<file path="src/rtl/irq_pkg.sv">
package irq_pkg;
  localparam int NSRC    = 3;
  localparam int SRC_TMR = 0;
  localparam int SRC_CHG = 1;
  localparam int SRC_EXT = 2;
endpackage

</file>
<file path="src/rtl/irq_sync.sv">
module irq_sync #(
  parameter int W = 1,
  parameter int STAGES = 2,
  parameter logic [W-1:0] RST_VAL = '0
) (
  input  logic         clk,
  input  logic         rst,
  input  logic [W-1:0] d,
  output logic [W-1:0] q
);
  logic [W-1:0] st [STAGES];

  for (genvar g = 0; g < STAGES; g++) begin : g_stage
    if (g == 0) begin : g_first
      always_ff @(posedge clk)
        if (rst) st[g] <= RST_VAL;
        else     st[g] <= d;
    end else begin : g_next
      always_ff @(posedge clk)
        if (rst) st[g] <= RST_VAL;
        else     st[g] <= st[g-1];
    end
  end

  assign q = st[STAGES-1];
endmodule

</file>
<file path="src/rtl/irq_event_det.sv">
module irq_event_det
  import irq_pkg::*;
#(
  parameter int PORT_W = 8,
  parameter int SYNC_STAGES = 2
) (
  input  logic              clk,
  input  logic              rst,
  input  logic              ext_pin_n,
  input  logic [PORT_W-1:0] port_pins,
  input  logic              tmr_ovf,
  input  logic              pin_is_irq,
  output logic [NSRC-1:0]   ev
);
  logic              ext_s, ext_prev;
  logic [PORT_W-1:0] port_s, port_prev;

  irq_sync #(.W(1), .STAGES(SYNC_STAGES), .RST_VAL(1'b1)) u_ext_sync (
    .clk(clk), .rst(rst), .d(ext_pin_n), .q(ext_s)
  );

  irq_sync #(.W(PORT_W), .STAGES(SYNC_STAGES), .RST_VAL('0)) u_port_sync (
    .clk(clk), .rst(rst), .d(port_pins), .q(port_s)
  );

  always_ff @(posedge clk) begin
    if (rst) begin
      ext_prev  <= 1'b1;
      port_prev <= '0;
    end else begin
      ext_prev  <= ext_s;
      port_prev <= port_s;
    end
  end

  always_comb begin
    ev          = '0;
    ev[SRC_TMR] = tmr_ovf;
    ev[SRC_CHG] = |(port_s ^ port_prev);
    ev[SRC_EXT] = pin_is_irq & ext_prev & ~ext_s;
  end
endmodule

</file>
<file path="src/rtl/irq_flag_regs.sv">
module irq_flag_regs
  import irq_pkg::*;
#(
  parameter int REG_W = 8
) (
  input  logic             clk,
  input  logic             rst,
  input  logic [NSRC-1:0]  ev,
  input  logic             stat_we,
  input  logic [REG_W-1:0] stat_wdata,
  input  logic             mask_we,
  input  logic [REG_W-1:0] mask_wdata,
  output logic [NSRC-1:0]  flag_d,
  output logic [NSRC-1:0]  mask_d,
  output logic [REG_W-1:0] stat_q,
  output logic [REG_W-1:0] mask_q
);
  localparam int PAD = REG_W - NSRC;

  logic [NSRC-1:0] flag_r, mask_r;
  logic            unused_wbits;

  assign unused_wbits = ^{stat_wdata[REG_W-1:NSRC], mask_wdata[REG_W-1:NSRC]};

  // an event always wins over a software write in the same cycle
  assign flag_d = (stat_we ? stat_wdata[NSRC-1:0] : flag_r) | ev;
  assign mask_d = mask_we ? mask_wdata[NSRC-1:0] : mask_r;

  always_ff @(posedge clk) begin
    if (rst) begin
      flag_r <= '0;
      mask_r <= '0;
    end else begin
      flag_r <= flag_d;
      mask_r <= mask_d;
    end
  end

  assign stat_q = {{PAD{1'b0}}, flag_r};
  assign mask_q = {{PAD{1'b0}}, mask_r};
endmodule

</file>
<file path="src/rtl/irq_flag_ctrl.sv">
module irq_flag_ctrl
  import irq_pkg::*;
#(
  parameter int PORT_W = 8,
  parameter int SYNC_STAGES = 2,
  parameter int REG_W = 8
) (
  input  logic              clk,
  input  logic              rst,
  input  logic              ext_pin_n,
  input  logic [PORT_W-1:0] port_pins,
  input  logic              tmr_ovf,
  input  logic              pin_is_irq,
  input  logic              stat_we,
  input  logic [REG_W-1:0]  stat_wdata,
  input  logic              mask_we,
  input  logic [REG_W-1:0]  mask_wdata,
  input  logic              gie_set,
  input  logic              gie_ret,
  input  logic              gie_clr,
  input  logic              irq_ack,
  output logic [REG_W-1:0]  stat_q,
  output logic [REG_W-1:0]  mask_q,
  output logic              irq_req
);
  logic [NSRC-1:0] ev, flag_d, mask_d;
  logic            gie_q, gie_d;

  irq_event_det #(.PORT_W(PORT_W), .SYNC_STAGES(SYNC_STAGES)) u_det (
    .clk(clk), .rst(rst), .ext_pin_n(ext_pin_n), .port_pins(port_pins),
    .tmr_ovf(tmr_ovf), .pin_is_irq(pin_is_irq), .ev(ev)
  );

  irq_flag_regs #(.REG_W(REG_W)) u_regs (
    .clk(clk), .rst(rst), .ev(ev),
    .stat_we(stat_we), .stat_wdata(stat_wdata),
    .mask_we(mask_we), .mask_wdata(mask_wdata),
    .flag_d(flag_d), .mask_d(mask_d),
    .stat_q(stat_q), .mask_q(mask_q)
  );

  // clear commands dominate set commands
  assign gie_d = (gie_q | gie_set | gie_ret) & ~(gie_clr | irq_ack);

  always_ff @(posedge clk) begin
    if (rst) begin
      gie_q   <= 1'b0;
      irq_req <= 1'b0;
    end else begin
      gie_q   <= gie_d;
      irq_req <= gie_d & |(flag_d & mask_d);
    end
  end
endmodule

</file>
<file path="config.mk">
export PLATFORM = sky130hd
export DESIGN_NAME = irq_flag_ctrl
export DESIGN_NICKNAME = d
export VERILOG_FILES = /design/src/rtl/irq_pkg.sv /design/src/rtl/irq_sync.sv /design/src/rtl/irq_event_det.sv /design/src/rtl/irq_flag_regs.sv /design/src/rtl/irq_flag_ctrl.sv
export SDC_FILE = /design/constraint.sdc
export NUM_CORES = 1
export LEC_CHECK = 0
export ABC_AREA = 1
export BUFFER_PORTS_ARGS = -buffer_cell sky130_fd_sc_hd__buf_2
export CORE_MARGIN = 1.5
export CORE_UTILIZATION = 30
export DETAILED_ROUTE_END_ITERATION = 12
export HOLD_SLACK_MARGIN = 0.06
export PLACE_DENSITY = 0.52
export SETUP_SLACK_MARGIN = 0.4
export SLEW_MARGIN = 20
export SYNTH_ARGS = -nofsm -noshare
export SYNTH_HDL_FRONTEND = slang
export SYNTH_SLANG_ARGS = --single-unit
</file>
<file path="constraint.sdc">
create_clock -name clk -period 2.5 [get_ports clk]
set_input_delay 0.25 -clock clk [delete_from_list [all_inputs] [get_ports clk]]
set_output_delay 0.25 -clock clk [all_outputs]
set_load 0.02 [all_outputs]
</file>
---- Word-level counts from Yosys, hierarchy flattened ----
Memory sizes are Yosys's and may differ from the RTL's.
Cells that the tools add are included.
cells by class
  multiplexer cells ....................... 9
  bitwise gates (word level) .............. 16
  reductions and logical operators ........ 2
operators with widths
  cell              number
  $mux W8           2
  $reduce_or A8 Y1  1
  $xor A8 B8 Y8     1
  $or A1 B1 Y1      7
  $mux W3           2
  $mux W1           5
  $and A1 B1 Y1     4
  $and A3 B3 Y3     1
  $or A3 B3 Y3      1
  $reduce_or A3 Y1  1
  $not A1 Y1        2
storage, ports and cells
  register bits ........................... 17
  bits in writable memories ............... 18
  input port bits ......................... 35
  output and inout port bits .............. 17
  memories kept ........................... 2
memory list
  memory                depth  width  read ports  clocked after memory_dff  write ports  line            source
  u_det.u_port_sync.st  2      8      2           0                         2            irq_sync.sv:11  logic [W-1:0] st [STAGES];
  u_det.u_ext_sync.st   2      1      2           0                         2            irq_sync.sv:11

---- Longest topological paths before layout ----
An unclocked memory read counts as a cell.
  depth after elaboration ................. 7
  mapped depth ............................ 8
  mapped depth without buffers ............ 8

---- By module ----
Synthesis repeated with hierarchy kept, for this count alone.
unflattened totals
  cells, all modules ...................... 183
  area, all modules ....................... 1366.3 sq um
modules (own cells, without submodules)
  module                        times used  cells an instance  area an instance (sq um)  sequential area each (sq um)
  irq_sync (u_det.u_port_sync)  1           50                 474.2                     320.3
  irq_event_det                 1           54                 381.6                     180.2
  irq_flag_regs                 1           54                 346.6                     120.1
  irq_flag_ctrl                 1           18                 105.1                     40.0
  irq_sync (u_det.u_ext_sync)   1           7                  58.8                      40.0

---- Worst setup path after synthesis ----
Ideal clock, no wire load.
  path kind ............................... register -> register
  start point ............................. reg u_regs.mask_r[0]
  end point ............................... reg irq_req
  library setup time ...................... 0.066 ns
  arrival ................................. 0.942 ns
  required time ........................... 2.434 ns
  setup slack ............................. 1.492 ns
  cell stages (with the launch flop) ...... 7
  cell sequence ........................... dfxtp_1 inv_1 o21ai_0 nand2_1 o21ai_1 inv_1 a21oi_2
on the way
  longest elaborated chain between the ends .. 4
ends and longest elaborated chain
  what                    line                 source
  start, declared         irq_flag_regs.sv:20  logic [NSRC-1:0] flag_r, mask_r;
  start signal, assigned  irq_flag_regs.sv:35  mask_r <= mask_d;
  $mux W3                 irq_flag_regs.sv:27  assign mask_d = mask_we ? mask_wdata[NSRC-1:0] : mask_r;
  $and A3 B3 Y3           irq_flag_ctrl.sv:51  irq_req <= gie_d & |(flag_d & mask_d);
  $reduce_or A3 Y1        irq_flag_ctrl.sv:51
  $and A1 B1 Y1           irq_flag_ctrl.sv:51
  end signal, assigned    irq_flag_ctrl.sv:51
  end, declared           irq_flag_ctrl.sv:24  output logic irq_req
Every way passes these cells.
A chain may end at the register's enable or synchronous reset.

---- Worst setup path after layout ----
  start point ............................. reg u_regs.flag_r[0]
  end point ............................... out stat_q[0]
RTL lines
  what                    line                 source
  start, declared         irq_flag_regs.sv:20
  start signal, assigned  irq_flag_regs.sv:34  flag_r <= flag_d;
  end, declared           irq_flag_ctrl.sv:22  output logic [REG_W-1:0] stat_q,
No word-level cell between the ends.

==> results.yml <==
die:
  die_x_um: 68.1
  fp.dieH_um: 68.1
  initial_core_util_pct: 31.6
  io_pins: 52
  die_area_um2: 4640
  rows: 23
  core_area_um2: 4030
setup_path:
  cp.arrival_ps: 770
  end_kind: "output port"
  path_buf_inv: 1
  critPathMaxStageDelay_ps: 330
  path_cells: "buf_2"
  cp_max_fo: 2
  critical-path-top-delay-family: "flip-flops"
  crit_slowest_cell: "dfxtp_1"
  crit_required_ps: 2250
  cp-start-kind: "register"
  worstSetupPathType: "register to output port"
clocking:
  cts_tree: "built"
  cts_setup_buffers: 0
  cts_resized: 0
  cts_root_buf: "clkbuf_8"
  htree_num_levels: 2
  clk-insertion-delay-late_ps: 270
  cts_buffer_depth: 2
  cts.sinks: 35
  clk_pin_slew_worst_paths_ps: 60
  numCtsBuffers: 5
  postCtsHoldBufs: 0
place:
  gp_congestion: 0.691
  dp_slack_ps: 1330
  hpwl_um: 1300
  io_buffers: 31
layout:
  final_common_cell: "inv_1"
  multi_input_area_um2: 372
  fin_nets: 231
  ff_latch_area_um2: 701
  n_fill_cell: 441
  mostFrequentLayoutCells: "38 x inv_1, 35 x dfxtp_1, 31 x buf_2, 30 x nor2_1, 22 x nand2_1"
  diodes: 0
  layout-drive-gt1-share_pct: 21.3
  area_growth_syn_to_layout_pct: 20.9
timing:
  setup_viol: 0
  drv_slew: 0
  min_period_over_period_pct: 41.0
  setup_tns_ps: 0
  final-hold-violation-count: 0
  clock_skew_ps: 2.71
  relSlewSlack_pct: 61.9
  period_minus_slack_ps: 1020
  fmax_mhz: 976
  rsz0062_at_grt: "no"
  setup_slack_ps: 1480
  tightest_slew_ps: 572
pwr:
  finalPower_mw: 1.12
  cellLeakagePower_nw: 0.786
  ir_worst_vdd_v: 0.000238
  p_per_area_nw_per_um2: 732
detailed_routing:
  dr.first_iter.drc_count: 22
  vias: 909
  drt-total-wl_um: 1820
  drcViolationCount: 0
  viasPerCell: 3.68
  ant_nets: 0
  detail_route.wl_per_cell_um: 7.35
  first_pass_iters: 4
synthesis:
  synthTopCellsByArea: "dfxtp_1 55%, inv_1 11%, nor2_1 8.9%, nand2_1 6.5%, buf_4 5.9%"
  postSynthCellCount: 162
  ys_warn_count: 0
  ys_seq_elements: 35
  synth.largest_area_cell: "dfxtp_1"
  synth_cell_types: 16
  yosys.area.top_type_share_pct: 55.1
  synth.cell_area_um2: 1270
  avgSynthCellArea_um2: 7.85
  ys_seq_area_share_pct: 55.1
grt:
  antenna_found_initial: 0
  grt_pass1_vias: 747
  grt_max_degree: 34
  overflow: 0
  grt_use_total_pct: 8.78
  grt_pass1_wl_um: 2880
worst_hold_path:
  holdCritPathClass: "input port to register"
flow_run:
  maxCapViolCount: 0
status:
  status: "finished, final reports clean"
## cell type report
cell class / count / area share (%)
multi-input cells: 84 / 24.2
flip-flops and latches: 35 / 45.6
inverters: 39 / 9.53
repair buffers: 31 / 10.1
well taps: 50 / 4.07
clock buffers: 8 / 6.51
## cells by family (layout without fill, tap and decap cells)
logic type	after synthesis	in the layout	share of synthesized area, %
DFF	35	35	55.1
AOI/OAI and AO/OA	9	9	3.84
xor gates and xnor gates	6	6	4.13
and+or+nand+nor	59	59	18.3
other	1	10	0.295
buffers and inverters	52	78	18.3
## Yosys cell counts
| cell type | n |
|---|---|
| a21oi_2 | 1 |
| a21oi_1 | 3 |
| dfxtp_1 | 35 |
| xnor2_1 | 6 |
| o21ai_0 | 3 |
| conb_1 | 1 |
| o21ai_1 | 2 |
| nand3_1 | 3 |
| or2_2 | 2 |
| clkbuf_1 | 3 |
| inv_1 | 38 |
| nor3_1 | 2 |
| nor2_1 | 30 |
| nand2_1 | 22 |
| buf_4 | 10 |
| inv_2 | 1 |
## through the flow
stage | instances | util [%] | cell area [um2] | hold WS [ps]
after floorplan | 171 | - | 1310 | 354
after global placement | 239 | 35.7 | 1440 | 390
after detailed placement | 239 | 35.7 | 1440 | 392
after CTS | 247 | 38.1 | 1540 | 148
after global routing | 247 | 38.1 | 1540 | 165
final | 247 | 38.1 | 1540 | 157
## final timing paths
path                                    startpoint                               endpoint  slack, ps  depth (start not counted)
max                    u_regs.flag_r[0]$_SDFF_PP0_                              stat_q[0]       1480                          1
min                                      ext_pin_n         u_det.u_ext_sync.st[0]$_DFF_P_        160                          2
max reg2reg  u_det.u_port_sync.st[1][6]$_SDFF_PP0_                     irq_req$_SDFF_PP0_       1510                          8
min reg2reg  u_det.u_port_sync.st[0][1]$_SDFF_PP0_  u_det.u_port_sync.st[1][1]$_SDFF_PP0_        400                          2
## power by group
part           total (mW)  switching (mW)  internal, mW
Sequential          0.593         0.00961         0.583
Combinational       0.105          0.0650        0.0404
Clock               0.427           0.176         0.251
Total                1.12           0.250         0.874
## per-layer routing
metal / vias up / wire length [um] / track usage [%] / share of wire [%]
li1: 506 / - / - / -
met1: 371 / 811 / 9.38 / 45
met2: 27 / 809 / 13.3 / 45
met3: 5 / 144 / 4.11 / 7.9
met4: 0 / 51 / 6.75 / 2.8
met5: - / 0 / 0 / 0
## sequential cells by signal, indices dropped and copies added (netlist names)
name	count
u_regs.mask_r	3
u_det.port_prev	8
gie_q	1
u_det.u_ext_sync.st	2
irq_req	1
u_regs.flag_r	3
u_det.ext_prev	1
u_det.u_port_sync.st	16
Note: power is estimated with default switching activity, not from simulation.
